**src/rtl/irq_pkg.sv**
```systemverilog
package irq_pkg;
  localparam int LVL_W = 3;
  localparam int SUB_W = 2;
  localparam int VEC_W = 8;
  localparam logic [LVL_W-1:0] LVL_NMI = '1;

  typedef struct packed {
    logic [LVL_W-1:0] lvl;
    logic [SUB_W-1:0] sub;
    logic [VEC_W-1:0] vec;
    logic             autov;
  } src_cfg_t;
endpackage

```
**src/rtl/irq_cfg_regs.sv**
```systemverilog
module irq_cfg_regs
  import irq_pkg::*;
#(
  parameter int N_EXT = 4,
  parameter int N_INT = 6,
  localparam int NSRC  = N_EXT + N_INT,
  localparam int IDX_W = $clog2(NSRC)
) (
  input  logic             clk,
  input  logic             rst,
  input  logic             map_sel,
  input  logic             cfg_we,
  input  logic [IDX_W-1:0] cfg_idx,
  input  logic [LVL_W-1:0] cfg_lvl,
  input  logic [SUB_W-1:0] cfg_sub,
  input  logic [VEC_W-1:0] cfg_vec,
  input  logic             cfg_auto,
  output src_cfg_t         cfg_o [NSRC]
);
  for (genvar i = 0; i < NSRC; i++) begin : g_src
    logic             hit;
    logic [SUB_W-1:0] sub_q;
    logic [VEC_W-1:0] vec_q;
    logic             auto_q;

    assign hit = cfg_we && (cfg_idx == IDX_W'(i));

    always_ff @(posedge clk) begin
      if (rst) begin
        sub_q  <= '0;
        vec_q  <= '0;
        auto_q <= 1'b1;
      end else if (hit) begin
        sub_q  <= cfg_sub;
        vec_q  <= cfg_vec;
        auto_q <= cfg_auto;
      end
    end

    if (i < N_EXT) begin : g_ext
      // Fixed map: odd levels or even levels, last pin pinned to the top level.
      logic [LVL_W-1:0] map_lvl;
      always_comb begin
        if (i == N_EXT - 1) map_lvl = LVL_NMI;
        else                map_lvl = LVL_W'(2 * i + 1) + LVL_W'(map_sel);
      end
      assign cfg_o[i] = '{lvl: map_lvl, sub: sub_q, vec: vec_q, autov: auto_q};
    end else begin : g_int
      logic [LVL_W-1:0] lvl_q;
      always_ff @(posedge clk) begin
        if (rst)      lvl_q <= '0;
        else if (hit) lvl_q <= cfg_lvl;
      end
      assign cfg_o[i] = '{lvl: lvl_q, sub: sub_q, vec: vec_q, autov: auto_q};
    end
  end
endmodule

```
**src/rtl/irq_pend.sv**
```systemverilog
module irq_pend #(
  parameter int NSRC = 10
) (
  input  logic            clk,
  input  logic            rst,
  input  logic [NSRC-1:0] req,
  input  logic [NSRC-1:0] clr,
  output logic [NSRC-1:0] pend
);
  always_ff @(posedge clk) begin
    if (rst) pend <= '0;
    else     pend <= (pend | req) & ~clr;
  end
endmodule

```
**src/rtl/irq_arb.sv**
```systemverilog
module irq_arb
  import irq_pkg::*;
#(
  parameter int NSRC = 10,
  localparam int IDX_W = $clog2(NSRC),
  localparam int KEY_W = LVL_W + SUB_W
) (
  input  logic [NSRC-1:0]  pend,
  input  src_cfg_t         cfg [NSRC],
  input  logic             match_en,
  input  logic [LVL_W-1:0] match_lvl,
  output logic             found,
  output logic [IDX_W-1:0] win_idx,
  output logic [LVL_W-1:0] win_lvl
);
  logic [KEY_W-1:0] best_key;

  always_comb begin
    found    = 1'b0;
    win_idx  = '0;
    best_key = '0;
    // Ascending scan with strict compare: lower index keeps a full tie.
    for (int i = 0; i < NSRC; i++) begin
      if (pend[i] && (cfg[i].lvl != '0) &&
          (!match_en || (cfg[i].lvl == match_lvl)) &&
          (!found || ({cfg[i].lvl, cfg[i].sub} > best_key))) begin
        found    = 1'b1;
        best_key = {cfg[i].lvl, cfg[i].sub};
        win_idx  = IDX_W'(i);
      end
    end
    win_lvl = best_key[KEY_W-1:SUB_W];
  end
endmodule

```
**src/rtl/irq_level_ctrl.sv**
```systemverilog
module irq_level_ctrl
  import irq_pkg::*;
#(
  parameter int N_EXT     = 4,
  parameter int N_INT     = 6,
  parameter int AUTO_BASE = 24,
  localparam int NSRC  = N_EXT + N_INT,
  localparam int IDX_W = $clog2(NSRC)
) (
  input  logic             clk,
  input  logic             rst,
  input  logic [N_EXT-1:0] ext_req,
  input  logic [N_INT-1:0] int_req,
  input  logic             map_sel,
  input  logic             cfg_we,
  input  logic [IDX_W-1:0] cfg_idx,
  input  logic [LVL_W-1:0] cfg_lvl,
  input  logic [SUB_W-1:0] cfg_sub,
  input  logic [VEC_W-1:0] cfg_vec,
  input  logic             cfg_auto,
  input  logic [LVL_W-1:0] mask,
  input  logic             iack_req,
  input  logic [LVL_W-1:0] iack_lvl,
  output logic [LVL_W-1:0] irq_lvl,
  output logic             irq_take,
  output logic             iack_done,
  output logic [VEC_W-1:0] iack_vec,
  output logic             iack_auto,
  output logic             iack_spur
);
  src_cfg_t         cfg [NSRC];
  logic [NSRC-1:0]  pend;
  logic [NSRC-1:0]  clr;
  logic             top_found, ack_found;
  logic [IDX_W-1:0] top_idx, ack_idx;
  logic [LVL_W-1:0] top_lvl, ack_lvl;

  irq_cfg_regs #(.N_EXT(N_EXT), .N_INT(N_INT)) u_cfg (
    .clk(clk), .rst(rst), .map_sel(map_sel), .cfg_we(cfg_we),
    .cfg_idx(cfg_idx), .cfg_lvl(cfg_lvl), .cfg_sub(cfg_sub),
    .cfg_vec(cfg_vec), .cfg_auto(cfg_auto), .cfg_o(cfg)
  );

  irq_pend #(.NSRC(NSRC)) u_pend (
    .clk(clk), .rst(rst), .req({int_req, ext_req}), .clr(clr), .pend(pend)
  );

  irq_arb #(.NSRC(NSRC)) u_arb_top (
    .pend(pend), .cfg(cfg), .match_en(1'b0), .match_lvl('0),
    .found(top_found), .win_idx(top_idx), .win_lvl(top_lvl)
  );

  irq_arb #(.NSRC(NSRC)) u_arb_ack (
    .pend(pend), .cfg(cfg), .match_en(1'b1), .match_lvl(iack_lvl),
    .found(ack_found), .win_idx(ack_idx), .win_lvl(ack_lvl)
  );

  always_comb begin
    clr = '0;
    if (iack_req && ack_found) clr[ack_idx] = 1'b1;
  end

  always_ff @(posedge clk) begin
    if (rst) begin
      irq_lvl  <= '0;
      irq_take <= 1'b0;
    end else begin
      irq_lvl  <= top_found ? top_lvl : '0;
      irq_take <= top_found && ((top_lvl > mask) || (top_lvl == LVL_NMI));
    end
  end

  always_ff @(posedge clk) begin
    if (rst) begin
      iack_done <= 1'b0;
      iack_vec  <= '0;
      iack_auto <= 1'b0;
      iack_spur <= 1'b0;
    end else begin
      iack_done <= iack_req;
      iack_vec  <= '0;
      iack_auto <= 1'b0;
      iack_spur <= 1'b0;
      if (iack_req) begin
        if (!ack_found) begin
          iack_vec  <= VEC_W'(AUTO_BASE);
          iack_auto <= 1'b1;
          iack_spur <= 1'b1;
        end else if (cfg[ack_idx].autov) begin
          iack_vec  <= VEC_W'(AUTO_BASE) + VEC_W'(ack_lvl);
          iack_auto <= 1'b1;
        end else begin
          iack_vec  <= cfg[ack_idx].vec;
        end
      end
    end
  end
endmodule

```
**config.mk**
```make
export PLATFORM = sky130hd
export DESIGN_NAME = irq_level_ctrl
export DESIGN_NICKNAME = d
export VERILOG_FILES = /design/src/rtl/irq_pkg.sv /design/src/rtl/irq_cfg_regs.sv /design/src/rtl/irq_pend.sv /design/src/rtl/irq_arb.sv /design/src/rtl/irq_level_ctrl.sv
export SDC_FILE = /design/constraint.sdc
export NUM_CORES = 1
export LEC_CHECK = 0
export ABC_AREA = 1
export BUFFER_PORTS_ARGS = -buffer_cell sky130_fd_sc_hd__clkbuf_2
export CORE_UTILIZATION = 65
export CTS_BUF_LIST = sky130_fd_sc_hd__clkbuf_8
export DETAILED_ROUTE_END_ITERATION = 16
export PLACE_DENSITY = 0.84
export SYNTH_ARGS = -nofsm -noshare
export SYNTH_HDL_FRONTEND = slang
export SYNTH_SLANG_ARGS = --single-unit
```
**constraint.sdc**
```tcl
create_clock -name clk -period 24.3 [get_ports clk]
set_input_delay 0 -clock clk [delete_from_list [all_inputs] [get_ports clk]]
set_output_delay 0 -clock clk [all_outputs]
set_load 0.05 [all_outputs]
```
# Word-level counts from Yosys, hierarchy flattened
# Cells that the tools add are included.
[totals]
regBits = 153
in_bits = 39
out_inout_bits = 15
word_cells = 257
[op_classes]
add_sub_neg = 4
n_lt_le_gt_ge = 22
n_eq_ne = 20
mux = 60
bitwise = 7
n_reduce_logical = 100
[op_table]
columns = ["operator", "n"]
rows = [
  ["$mux 5", 19],
  ["$gt 5x5->1", 16],
  ["$bmux 14 s4", 1],
  ["$logic_and 1x1->1", 50],
  ["$reduce_bool 3->1", 9],
  ["$mux 1", 25],
  ["$eq 3x3->1", 8],
  ["$logic_or 1x1->1", 19],
  ["$logic_not 1->1", 18],
  ["$mux 9", 2],
  ["$eq 4x3->1 const B", 4],
  ["$mux 4", 4],
  ["$mux 3", 4],
  ["$and 10x10->10", 1],
  ["$gt 5x4->1", 2],
  ["$mux 10", 1],
  ["$not 10->10", 1],
  ["$or 10x10->10", 1],
  ["$eq 4x2->1 const B", 2],
  ["$eq 4x4->1 const B", 2],
  ["$mux 8", 1],
  ["$add 5x3->6 const A", 1],
  ["$ge 5x5->1 const B", 1],
  ["$lt 4x5->1 const B", 1],
  ["16 further kinds", 20],
]

# Depth between registers and ports, before layout
[depth]
depth_word = 48
depth_mapped = 92
ltp_nobuf = 86

# Cells and area by module
# A second synthesis with hierarchy kept.
[unflattened]
cells_unflattened = 1925
area_unflattened_um2 = 12095.4
[by_module_without_submodules]
columns = ["mod", "instances", "cells_per_inst", "area_each_um2", "seq_area_each_um2"]
rows = [
  ["irq_cfg_regs", 1, 752, 5230.0, 2562.5],
  ["irq_arb at u_arb_ack", 1, 430, 2591.2, 0.0],
  ["irq_arb at u_arb_top", 1, 418, 2446.1, 0.0],
  ["irq_level_ctrl", 1, 274, 1473.9, 300.3],
  ["irq_pend", 1, 51, 354.1, 200.2],
]

# Least setup slack after synthesis
# No wires, ideal clock.
[synth_path]
path_type = "register -> register"
from = "register u_pend.pend[3]"
to = "register iack_vec[2]"
setup_ns = 0.064
t_arrival_ns = 9.226
required_time_ns = 24.236
slack_ns = 15.010
path_stages_with_launch = 82
n_path_buf = 6
synth_period_minus_slack_ns = 9.290
path_cell_list = "dfxtp_1 > inv_2 > nor4_2 > inv_2 > nor2_1 > nor2_1 > ha_1 > a21o_1 > nand4_1 > nand2_1 > inv_1 > nand2_1 > nand2_1 > nand2_2 > nand2_2 > clkbuf_1 > nand2_1 > o21ai_0 > [46 not listed] > o22ai_1 > nand2_1 > nand2_1 > inv_1 > nor2_1 > clkinv_1 > a21oi_2 > buf_4 > nand3_1 > nand2_1 > inv_2 > nand2_1 > nand2_1 > nand2_1 > nor2_1 > nand2_1 > nand2_1 > nor2_1"
[synth_between]
elab_chain_len = 32
word_cells_on_any_way = 55
classes_between = "1 x add/sub; 6 x order compare; 25 x mux; 2 x bitwise; 21 x reduce/logical"
[synth_rtl]
columns = ["item", "line_no", "text"]
rows = [
  ["from (decl)", "irq_pend.sv:8", "output logic [NSRC-1:0] pend"],
  ["from (signal assigned)", "irq_pend.sv:12", "else pend <= (pend | req) & ~clr;"],
  ["$logic_and 1x1->1 *", "irq_arb.sv:24", "if (pend[i] && (cfg[i].lvl != '0) &&"],
  ["$logic_and 1x1->1 *", "irq_arb.sv:25", "(!match_en || (cfg[i].lvl == match_lvl)) &&"],
  ["$mux 5 or $mux 1 (tied branches)", "irq_arb.sv:24", ""],
  ["$gt 5x5->1 or $logic_not 1->1 (tied branches)", "irq_arb.sv:26", "(!found || ({cfg[i].lvl, cfg[i].sub} > best_key))) begin"],
  ["$logic_or 1x1->1", "irq_arb.sv:26", ""],
  ["$logic_and 1x1->1", "irq_arb.sv:25", ""],
  ["$mux 5 or $mux 1 (tied branches)", "irq_arb.sv:24", ""],
  ["$gt 5x5->1 or $logic_not 1->1 (tied branches)", "irq_arb.sv:26", ""],
  ["[15 not listed]", "n/a", ""],
  ["$gt 5x5->1 or $logic_not 1->1 (tied branches)", "irq_arb.sv:26", ""],
  ["$logic_or 1x1->1", "irq_arb.sv:26", ""],
  ["$logic_and 1x1->1", "irq_arb.sv:25", ""],
  ["$mux 4", "irq_arb.sv:24", ""],
  ["$not 4->5 (not written as such)", "irq_level_ctrl.sv:89, irq_level_ctrl.sv:93", ""],
  ["$bmux 14 s4", "irq_level_ctrl.sv:89, irq_level_ctrl.sv:93", ""],
  ["$mux 9 (not written as such) (2 in a row)", "irq_level_ctrl.sv:93", "iack_vec <= cfg[ack_idx].vec;"],
  ["$mux 8", "irq_level_ctrl.sv:89", "end else if (cfg[ack_idx].autov) begin"],
  ["to (signal assigned)", "irq_level_ctrl.sv:86", "iack_vec <= VEC_W'(AUTO_BASE);"],
  ["to (signal assigned)", "irq_level_ctrl.sv:90", "iack_vec <= VEC_W'(AUTO_BASE) + VEC_W'(ack_lvl);"],
  ["to (signal assigned)", "irq_level_ctrl.sv:93", ""],
  ["to (decl)", "irq_level_ctrl.sv:27", "output logic [VEC_W-1:0] iack_vec,"],
]
# Mark *: on every way between the ends. The rest lies on a longest branch, timed or not. The select of a mux whose other input is x is not followed.
# A chain may end at the register's enable or synchronous reset.

# Worst setup path after layout
[layout_path]
from = "register u_pend.pend[1]"
to = "register irq_take"
[layout_between]
elab_chain_len = 38
word_cells_on_any_way = 56
classes_between = "9 x order compare; 1 x eq/ne; 18 x mux; 28 x reduce/logical"
[layout_rtl]
columns = ["item", "line_no", "text"]
rows = [
  ["$logic_and 1x1->1 *", "irq_arb.sv:24", ""],
  ["$logic_and 1x1->1 *", "irq_arb.sv:25", ""],
  ["$mux 5 or $mux 1 (tied branches)", "irq_arb.sv:24", ""],
  ["$gt 5x5->1 or $logic_not 1->1 (tied branches)", "irq_arb.sv:26", ""],
  ["$logic_or 1x1->1", "irq_arb.sv:26", ""],
  ["$logic_and 1x1->1", "irq_arb.sv:25", ""],
  ["$mux 5 or $mux 1 (tied branches)", "irq_arb.sv:24", ""],
  ["$gt 5x5->1 or $logic_not 1->1 (tied branches)", "irq_arb.sv:26", ""],
  ["[23 not listed]", "n/a", ""],
  ["$gt 5x5->1 or $logic_not 1->1 (tied branches)", "irq_arb.sv:26", ""],
  ["$logic_or 1x1->1", "irq_arb.sv:26", ""],
  ["$logic_and 1x1->1", "irq_arb.sv:25", ""],
  ["$mux 5 *", "irq_arb.sv:24", ""],
  ["via top_lvl[2]", "irq_level_ctrl.sv:36", "logic [LVL_W-1:0] top_lvl, ack_lvl;"],
  ["$gt 3x3->1 or $eq 3x3->1 (tied branches)", "irq_level_ctrl.sv:69", "irq_take <= top_found && ((top_lvl > mask) || (top_lvl == LVL_NMI));"],
  ["$logic_or 1x1->1 *", "irq_level_ctrl.sv:69", ""],
  ["$logic_and 1x1->1 *", "irq_level_ctrl.sv:69", ""],
  ["to (signal assigned)", "irq_level_ctrl.sv:69", ""],
  ["to (decl)", "irq_level_ctrl.sv:25", "output logic irq_take,"],
]
# Mark *: on every way through the listed nets, which the timed path passes. The rest lies on a longest branch.

==> reports/metrics.cfg <==
[detailed_routing]
detail_route.wl_per_cell_um = 16.1
drt_iter0_drc = 926
met2_wirelength_mm = 12.0
num_vias = 9504
ant_nets = 0
drc_errors = 0
highest_layer = met4
dr.pass1.iters = 6
via_per_inst = 5.80
dr_wl_met3_mm = 2.03
drt-met1-wl_mm = 11.4
postRouteWirelength_mm = 26.5

[pwr]
swShare = 0.296
p_leak_nw = 5.10
cellPowerDensity_nw_per_um2 = 56.7
seqPwrFrac = 0.457
clkPwrFrac = 0.365
power_mw = 0.577
netSwitchingPower_mw = 0.171
intPower_mw = 0.407
p_comb_frac = 0.178
peakVddDrop_mv = 0.0496

[setup_path]
crit_type = flop to flop
cp_slowest_cell = o21ai_1
required_ns = 24.71
critPathArrivalTime_ns = 11.35
reg2reg_slack_ns = 13.36
critPathMaxFanout = 10
cp-end-kind = flop
cp-start-kind = flop
worst_path_largest_cell_delay_ns = 0.46

[clock_network]
postCtsSetupBuffers = 0
path_clk_slew_ns = 0.08
cts_tree = yes
cts_buffers = 17
clkLatencyLatePin_ns = 0.46
h-tree-depth = 4
cts_root_buf = clkbuf_8
clk_path_buf_depth = 2
cts.sinks = 153

[timing]
fin_crit_ns = 10.94
drv_slew = 0
fin_setup_tns_ns = 0
hold_viol = 0
tightestPinTransition_ns = 1.13
slew_headroom = 0.248
finalClockSkew_ns = 0.0118
max_freq_mhz = 91.4
fin_crit_sh = 0.450
rsz0062_at_grt = false
setup_viol_count_final = 0

[yosys]
synth_most_common_cell = nand2_1
synth_top_cell_by_area = dfxtp_1
yosys_register_bits = 153
ys_top_cells_by_count = 301 x nand2_1, 263 x nor2_1, 183 x o21ai_0
synth-seq-area-share = 0.331
syn-num-nets = 1504
synthArstFlopShare = 0
synth.distinct_cells = 44
synthFlopType = dfxtp_1
synth_edf_count = 0
synth_area_um2 = 9240
ys_warn_count = 0
yosysTopAreaCellShare = 0.331
yosys-top-cells-area = dfxtp_1 33%, nand2_1 12%, nor2_1 11%, o21ai_0 9.9%, ha_1 8.7%
synthCells = 1401
avgSynthCellArea_um2 = 6.60

[global_routing]
grt_overflow = 0
grt_first_pass_wirelength_mm = 42.4
grt_max_degree = 133
antenna_found_initial = 0
grt_usage = 0.371
grt_pass1_vias = 8552

[flow_run]
maxCapViolations = 0

[place]
numPortBuffers = 53
gp_congestion = 0.947
dp.final_hpwl_mm = 18.6

[floorplan]
initial_core_util = 0.666
num_rows = 43
die_w_um = 121
die_h_um = 121
die_area_um2 = 14700
ioPinCount = 54
core-area_um2 = 13900

[layout]
antenna_cells = 0
final_nets = 1550
layout-drive-gt1-share = 0.0945
area_delta_synth_final_pct = 10.2

[status]
status = complete, no violations

[worst_hold_path]
worst_hold_path_type = primary input to flop

[worst max-delay path, delay by kind of cell, from the launching register on]
kind | cells | cell delay (ns)
adder cells (fa/ha/maj) | 8 | 2.62
AO/OA/AOI/OAI | 30 | 5.24
AND/OR/NAND/NOR | 23 | 2.30
buffers and inverters | 4 | 0.29
flip-flops | 1 | 0.45
[layout make-up]
class | count | area, µm²
Clock buffer | 18 | 248
Timing Repair Buffer | 87 | 588
Clock inverter | 14 | 180
Fill cell | 1200 | 3690
Tap cell | 180 | 225
Multi-Input combinational cell | 1068 | 5420
Inverter | 120 | 458
Sequential cell | 153 | 3060
[state kept, by name, indices dropped and copies added, names as in the netlist, 3 cells and up]
register / flops
u_pend.pend: 10
u_cfg.g_src.vec_q: 80
u_cfg.g_src.g_int.lvl_q: 18
u_cfg.g_src.auto_q: 10
iack_vec: 8
u_cfg.g_src.sub_q: 20
irq_lvl: 3
[per-stage QoR]
step           instance area (µm²)  hold slack [ns]  std cells   util  setup slack (ns)
2_1_floorplan                 9240           0.0724       1401      -             15.01
3_3_place_gp                  9490            0.265       1581  0.684             13.60
3_5_place_dp                  9490            0.270       1581  0.684             13.52
4_1_cts                      10200          0.00933       1640  0.734             13.48
5_1_grt                      10200           0.0424       1640  0.734             11.95
6_report                     10200           0.0202       1640  0.734             13.36
[power by group through the flow]
stage               combinational [mW]  sequential, mW  clock (mW)
detailed placement              0.0966           0.269           0
floorplan                       0.0694           0.274           0
CTS                              0.101           0.264       0.210
global placement                0.0950           0.269           0
global route                     0.116           0.265       0.220
finish                           0.103           0.264       0.210
[per-layer routing]
layer / vias up / global-route usage
li1: 4674 / -
met1: 4342 / 0.481
met2: 415 / 0.607
met3: 73 / 0.0550
met4: 0 / 0.167
met5: - / 0
[kinds of logic (layout without fill, tap and decap cells)]
logic type,Yosys count,count (layout),synth area share
AOI/OAI and AO/OA,303,303,0.175
DFF,153,153,0.331
and+or+nand+nor,689,689,0.314
xor gates and xnor gates,12,12,0.0114
buffers and inverters,180,239,0.0818
adders and majority gates,64,64,0.0866
[cells in the final DEF, fill, tap and decap left out, drive strengths merged, types with 2 or more instances in the layout]
cell type	n
or2	5
o31ai	7
nand3	68
a31oi	2
nor2	270
o221ai	2
dfxtp	153
o22ai	13
xor2	11
o21ai	198
o211ai	4
nand4	11
a21oi	61
buf	7
nand3b	2
o21bai	7
nand2	318
nor3	10
ha	64
dlygate4sd3	27
bufinv	4
nor4	5
a21o	6
clkinv	10
inv	119
clkbuf	71
[path summary, 6_finish.rpt]
check	from	to	cells past startpoint
max reg2reg	u_pend.pend[1]	irq_take	65
max	u_pend.pend[1]	irq_take	65
min reg2reg	u_cfg.g_src[9].vec_q[2]	u_cfg.g_src[9].vec_q[2]	2
min	cfg_sub[0]	u_cfg.g_src[1].sub_q[0]	3
[repair_timing]
action	4_1_cts	5_1_grt
endpoints found under the hold margin	121	0
gates resized for setup	0	0
hold buffers	27	0
(Power assumes the default switching activity.)
